### src/rtl/fft_sdf_stage.sv
module fft_sdf_stage #(
  parameter int DATA_W = 16,
  parameter int COEF_W = 16,
  parameter int SPAN   = 8
) (
  input  logic                            clk,
  input  logic                            rst_n,
  input  logic                            in_valid,
  input  logic signed [DATA_W-1:0]        in_re,
  input  logic signed [DATA_W-1:0]        in_im,
  output logic                            out_valid,
  output logic signed [DATA_W-1:0]        out_re,
  output logic signed [DATA_W-1:0]        out_im,
  output logic [$clog2(2*SPAN)-1:0]       out_idx
);

  localparam int AW    = (SPAN > 1) ? $clog2(SPAN) : 1;
  localparam int DEPTH = 1 << AW;
  localparam int IW    = $clog2(2 * SPAN);
  localparam int FRAC  = COEF_W - 2;
  localparam int PW    = DATA_W + COEF_W + 2;
  localparam logic signed [PW-1:0] HI = PW'((1 << (DATA_W - 1)) - 1);
  localparam logic signed [PW-1:0] LO = -HI - PW'(1);

  logic                     crossed;
  logic [AW-1:0]            ptr;
  logic signed [DATA_W-1:0] mem_re [DEPTH];
  logic signed [DATA_W-1:0] mem_im [DEPTH];
  logic signed [COEF_W-1:0] tw_c [DEPTH];
  logic signed [COEF_W-1:0] tw_s [DEPTH];

  for (genvar k = 0; k < DEPTH; k++) begin : g_twiddle
    localparam real ANG = 3.141592653589793 * k / SPAN;
    localparam int  CV  = $rtoi($floor($cos(ANG) * (1 << FRAC) + 0.5));
    localparam int  SV  = $rtoi($floor($sin(ANG) * (1 << FRAC) + 0.5));
    assign tw_c[k] = COEF_W'(CV);
    assign tw_s[k] = COEF_W'(SV);
  end

  logic signed [DATA_W-1:0] fb_re, fb_im;
  assign fb_re = mem_re[ptr];
  assign fb_im = mem_im[ptr];

  logic signed [DATA_W:0] sr, si, dr, di;
  assign sr = {fb_re[DATA_W-1], fb_re} + {in_re[DATA_W-1], in_re} + (DATA_W+1)'(1);
  assign si = {fb_im[DATA_W-1], fb_im} + {in_im[DATA_W-1], in_im} + (DATA_W+1)'(1);
  assign dr = {fb_re[DATA_W-1], fb_re} - {in_re[DATA_W-1], in_re};
  assign di = {fb_im[DATA_W-1], fb_im} - {in_im[DATA_W-1], in_im};

  logic signed [PW-1:0] pr, pi, qr, qi;
  assign pr = PW'(dr) * PW'(tw_c[ptr]) - PW'(di) * PW'(tw_s[ptr]);
  assign pi = PW'(dr) * PW'(tw_s[ptr]) + PW'(di) * PW'(tw_c[ptr]);
  assign qr = (pr + PW'(1 << FRAC)) >>> (FRAC + 1);
  assign qi = (pi + PW'(1 << FRAC)) >>> (FRAC + 1);

  function automatic logic signed [DATA_W-1:0] clamp(input logic signed [PW-1:0] v);
    if (v > HI)      return HI[DATA_W-1:0];
    else if (v < LO) return LO[DATA_W-1:0];
    else             return v[DATA_W-1:0];
  endfunction

  logic signed [DATA_W-1:0] wr_re, wr_im, res_re, res_im;
  assign wr_re  = crossed ? clamp(qr) : in_re;
  assign wr_im  = crossed ? clamp(qi) : in_im;
  assign res_re = crossed ? sr[DATA_W:1] : fb_re;
  assign res_im = crossed ? si[DATA_W:1] : fb_im;

  logic last;
  assign last = (ptr == AW'(SPAN - 1));

  always_ff @(posedge clk) begin
    if (!rst_n) begin
      crossed   <= 1'b0;
      ptr       <= '0;
      out_valid <= 1'b0;
      out_re    <= '0;
      out_im    <= '0;
      out_idx   <= '0;
      for (int i = 0; i < DEPTH; i++) begin
        mem_re[i] <= '0;
        mem_im[i] <= '0;
      end
    end else begin
      out_valid <= in_valid;
      if (in_valid) begin
        ptr         <= last ? '0 : ptr + AW'(1);
        crossed     <= last ? ~crossed : crossed;
        mem_re[ptr] <= wr_re;
        mem_im[ptr] <= wr_im;
        out_re      <= res_re;
        out_im      <= res_im;
        out_idx     <= crossed ? IW'(ptr) : IW'(SPAN) + IW'(ptr);
      end
    end
  end

  // state leaving reset
  a_r1_reset_clears: assert property (@(posedge clk) disable iff (!rst_n)
    (rst_n && !$past(rst_n)) |-> (!out_valid && !crossed && ptr == '0));

  a_r2_valid_follows: assert property (@(posedge clk) disable iff (!rst_n)
    in_valid |=> out_valid);

  a_r2_idle_quiet: assert property (@(posedge clk) disable iff (!rst_n)
    !in_valid |=> (!out_valid && $stable(ptr) && $stable(crossed)));

  a_r5_switch_flips: assert property (@(posedge clk) disable iff (!rst_n)
    (in_valid && last) |=> (crossed != $past(crossed)));

  a_r5_switch_holds: assert property (@(posedge clk) disable iff (!rst_n)
    (in_valid && !last) |=> (crossed == $past(crossed)));

endmodule

### config.mk
export PLATFORM = sky130hd
export DESIGN_NAME = fft_sdf_stage
export DESIGN_NICKNAME = d
export VERILOG_FILES = /design/src/rtl/fft_sdf_stage.sv
export SDC_FILE = /design/constraint.sdc
export NUM_CORES = 2
export LEC_CHECK = 0
export BUFFER_PORTS_ARGS = -buffer_cell sky130_fd_sc_hd__buf_4
export CAP_MARGIN = 20
export CELL_PAD_IN_SITES_DETAIL_PLACEMENT = 1
export CELL_PAD_IN_SITES_GLOBAL_PLACEMENT = 1
export CORE_MARGIN = 3
export CORE_UTILIZATION = 50
export CTS_CLUSTER_DIAMETER = 150
export DETAILED_ROUTE_END_ITERATION = 8
export HOLD_SLACK_MARGIN = 0.12
export PLACE_DENSITY_LB_ADDON = 0.2
export SETUP_SLACK_MARGIN = 0.4
export SLEW_MARGIN = 30
export SYNTH_ARGS = -nofsm -noshare
export SYNTH_HDL_FRONTEND = slang
export SYNTH_SLANG_ARGS = --single-unit
### constraint.sdc
create_clock -name clk -period 18.6 [get_ports clk]
set_input_delay 0 -clock clk [delete_from_list [all_inputs] [get_ports clk]]
set_output_delay 0 -clock clk [all_outputs]
set_load 0.03 [all_outputs]
; ---- Yosys cells after proc, flatten, opt, wreduce, memory -nomap -nowiden
; Memories as Yosys holds them, arrays and structs flattened. A register that Yosys moved wholly into a read port is not among the register bits.
; Index checks and enable logic that the tools add are counted.
[word_totals]
regBits = 41
mem_bits_rw = 256
mem_bits_ro = 256
in_bits = 35
out_inout_bits = 37
word_cells = 65
n_memories = 4
[memory_table]
columns = name, depth, width, read_ports, rd_ports_with_merged_regs, write_ports, line
row1 = (name not given), 8, 16, 1, 0, 0, 52  ; assign pi = PW'(dr) * PW'(tw_s[ptr]) + PW'(di) * PW'(tw_c[ptr]);
row2 = (name not given), 8, 16, 1, 0, 0, 52
row3 = mem_im, 8, 16, 1, 1, 8, 28  ; logic signed [DATA_W-1:0] mem_im [DEPTH];
row4 = mem_re, 8, 16, 1, 1, 8, 27  ; logic signed [DATA_W-1:0] mem_re [DEPTH];
[classes]
add_sub_neg = 12
mul = 4
magnitude_cmp = 5
eq_ne = 1
n_mux = 28
bitwise_logic = 2
reduce_logical = 3
[op_table]
columns = operator, n
row1 = $mux 16, 14
row2 = $mul 17x16->33, 4
row3 = $add 34x16->34 const B, 2
row4 = $gt 19x16->1 const B, 2
row5 = $lt 19x16->1 const B, 2
row6 = $add 16x16->17, 2
row7 = $add 17x1->17 const B, 2
row8 = $add 33x33->34, 1
row9 = $sub 16x16->17, 2
row10 = $sub 33x33->34, 1
row11 = $reduce_or 16->1, 2
row12 = $mux 3, 7
row13 = $mux 1, 6
row14 = $add 4x3->4 const A, 1
row15 = $ge 4x4->1 const B, 1
row16 = $mux 4, 1
row17 = $not 3->4, 1
row18 = $add 3x1->3 const B, 1
row19 = $eq 3x3->1 const B, 1
row20 = $reduce_and 2->1, 1
row21 = $not 1->1, 1

; ---- Depth between registers and ports, before layout
[depth]
word_depth = 12
ltp_mapped = 45
ltp_nobuf = 39

; ---- Worst setup path before layout
; OpenSTA, ideal clock, no wires.
[synth_path]
path_type = register to register
startpoint = register (tool-made name)
endpoint = memory mem_im[2][11], data pin
setup_ns = 0.264
arrival_ns = 11.397
required_ns = 18.336
setup_slack_ns = 6.939
stages_incl_launch_ff = 41
path_buffers = 8
period_less_slack_ns = 11.661
cell_sequence = dfxtp_1 > clkbuf_1 > buf_1 > mux4_2 > mux2i_1 > ha_1 > inv_1 > fa_1 > a211oi_1 > o21a_1 > o311ai_1 > nand4_1 > and4_1 > nor2_1 > buf_2 > nor2_1 > buf_1 > clkbuf_1 > [... 5 more ...] > xnor2_1 > fa_1 > fa_1 > fa_1 > fa_1 > fa_1 > ha_1 > buf_2 > nand3_1 > or4b_2 > o211ai_1 > o21a_1 > o21ai_0 > and3_1 > buf_6 > o31ai_2 > buf_4 > o22ai_1
[synth_lines]
columns = element, line
row1 = to (decl), 28

==> impl_metrics.json <==
{
  "status": "finished, final reports clean",
  "dieArea_um2": 117000,
  "track_usage_pct": 36.9,
  "numCtsBuffers": 29,
  "grt_setup_unrepaired": "no",
  "clock_path_buffers": 3,
  "holdPathEnd": "mem_im[6][5]",
  "rr_endpoint": "mem_im[4][10]",
  "synthCells": 5715,
  "synth_nets": 7312,
  "root_buffer": "clkbuf_16",
  "worst_pin_slew_ns": 1.09,
  "antenna_found_initial": 4,
  "critical_path_arrival_ns": 14.34,
  "cpPeakStageDelay_ns": 0.79,
  "route.detailed.drc": 0,
  "drtIter0Drc": 4302,
  "drive_gt1_share_pct": 8.22,
  "ff2ff_setup_slack_ns": 4.56,
  "htreeDepth": 1,
  "hold_viol_final": 0,
  "dp.cells": 7178,
  "ctsHoldBuffers": 22,
  "setup_slack_ns": 4.56,
  "worstHoldStart": "in_im[5]",
  "crit_type": "flop to flop",
  "first_global_vias": 47700,
  "syn-cell-area_um2": 56200,
  "dr.pass1.iters": 5,
  "critPathBufInv": 7,
  "avgSynthCellArea_um2": 9.84,
  "post-place-ws_ns": 4.46,
  "io_pins": 72,
  "drv_cap": 0,
  "fin_crit_ns": 14.04,
  "critPathMostFrequentCell": "fa_1",
  "end_kind": "flop",
  "slowest_stage": "nor2_1",
  "yosys_warnings": 0,
  "synth_cell_types": 83,
  "wl_per_cell_um": 28.9,
  "relSlewSlack_pct": 27.2,
  "vias": 43000,
  "hold_class": "input port to flop",
  "path_max_fanout": 76,
  "synth_ff_type": "edfxtp_1",
  "nFillCells": 12500,
  "cts.sinks": 300,
  "wl_um": 210000,
  "postCtsSetupRepairBufs": 0,
  "dpl.hpwl_um": 169000,
  "ant_nets": 0,
  "fmax_mhz": 71.2,
  "layout.nets": 7343,
  "initial_utilization_pct": 50.6,
  "die_w_um": 341,
  "crit_path_start_kind": "flop",
  "grt_overflow": 0,
  "ys_seq_elements": 300,
  "slew_viol_final": 0,
  "hold_depth": 5,
  "dieHeight_um": 341,
  "setup_violations": 0,
  "yosysTopAreaCell": "fa_1",
  "syn2layout_area_growth_pct": 6.94,
  "synthTopCellsByArea": "fa_1 (39%), edfxtp_1 (14%), ha_1 (11%)",
  "place.gp.congestion": 0.994,
  "fin_util_pct": 54.1,
  "synth_seq_area_share_pct": 15.2,
  "grt_max_degree": 77,
  "yosysTopAreaCellShare_pct": 38.7,
  "finalSetupTns_ns": 0,
  "via_per_inst": 5.93,
  "synthArstFlopShare_pct": 0,
  "layout_common_cells": "inv_1 (1,354), fa_1 (1,087), nand2_1 (474), ha_1 (474), nor2_1 (426)",
  "coreArea_um2": 111000,
  "clock_latency_ns": 0.61,
  "final_cell_count_no_fill": 7259,
  "fin_worst_skew_ns": 0.0281,
  "grt_pass1_wl_um": 314000,
  "synth_edf_count": 256,
  "layout_commonest_cell": "inv_1",
  "rows": 122,
  "crit_required_ns": 18.90,
  "clk_transition_reported_paths_ns": 0.07,
  "cts_resized": 0,
  "port_buffers": 71,
  "min_period_over_period_pct": 75.5,
  "cts_tree": "done",
  "path_delay_family": "adder cells",
  "r2r_cells": 36
}
==> kinds of logic after synthesis <==
logic type | after synthesis | share of synthesized area, %
AOI/OAI and AO/OA | 738 | 8.61
adders and majority gates | 1562 | 49.3
buffers and inverters | 1601 | 11.0
xor gates and xnor gates | 175 | 2.73
muxes | 139 | 3.98
DFF | 300 | 15.2
and+or+nand+nor | 1200 | 9.21
==> per-stage QoR <==
step | area [um2] | hold WS [ns]
floorplan | 56200 | 0.301
global placement | 58900 | 0.361
detailed placement | 58900 | 0.368
CTS | 60100 | 0.143
global route | 60100 | 0.210
finish | 60100 | 0.180
==> synthesized netlist by cell type, types with 37 or more instances <==
| cell | number |
|---|---|
| and2_1 | 52 |
| mux4_2 | 64 |
| nand2_1 | 481 |
| nor3_1 | 50 |
| o21ai_0 | 85 |
| dfxtp_1 | 44 |
| ha_1 | 475 |
| fa_1 | 1087 |
| inv_1 | 1356 |
| nor2b_1 | 39 |
| mux2_2 | 38 |
| edfxtp_1 | 256 |
| clkbuf_1 | 171 |
| xor2_1 | 42 |
| mux2i_1 | 37 |
| o22ai_1 | 244 |
| a21o_1 | 41 |
| xnor2_1 | 133 |
| a21oi_1 | 132 |
| nor2_1 | 429 |
==> how the worst max path moves through the flow <==
stage | from | to | slack [ns] | depth (start not counted)
3_3_place_gp | flop | mem_re[5][4] | 4.63 | 37
6_report | flop | mem_im[4][10] | 4.56 | 36
2_1_floorplan | flop | mem_im[2][11] | 6.94 | 40
3_5_place_dp | flop | mem_im[4][10] | 4.46 | 34
4_1_cts | flop | mem_im[4][10] | 4.45 | 34
5_1_grt | flop | mem_im[4][10] | 3.84 | 34
==> registers in the layout, summed over array words and instances (netlist names), named ones only <==
name / cells
mem_im: 128
mem_re: 128
out_im: 16
out_re: 16
out_idx: 4
ptr: 3
crossed: 1
out_valid: 1
==> worst register-to-register path, delay by kind of cell (launching register included) <==
| family | cells | cell delay (ns) |
|---|---|---|
| buffers and inverters | 7 | 1.62 |
| AND/OR/NAND/NOR | 5 | 2.48 |
| flip-flops | 1 | 0.65 |
| multiplexers | 2 | 0.83 |
| AO/OA/AOI/OAI | 11 | 2.95 |
| adder cells (fa/ha/maj) | 11 | 5.19 |
==> final cells by class <==
| class | count | area (um2) | share of cell area, % |
|---|---|---|---|
| antenna | 2 | 5.00 | 0.00832 |
| clock buffer | 35 | 748 | 1.24 |
| clock inverter | 19 | 163 | 0.271 |
| inverter | 1359 | 5100 | 8.48 |
| multi-input combinational | 3814 | 41800 | 69.5 |
| sequential | 300 | 8580 | 14.3 |
| tap | 1488 | 1860 | 3.10 |
| timing repair buffer | 242 | 1880 | 3.13 |
==> per-layer routing <==
layer / track usage (%) / up-vias / wire length, um
met5: 0 / - / 11
met4: 17.5 / 2 / 13000
met3: 8.35 / 469 / 20300
met2: 57.9 / 2111 / 95400
met1: 48.9 / 22400 / 81500
li1: - / 18000 / -
Power is left out: the tool's default activity adds up to more than one toggle a clock period on the data nets, which glitch-free logic cannot reach.
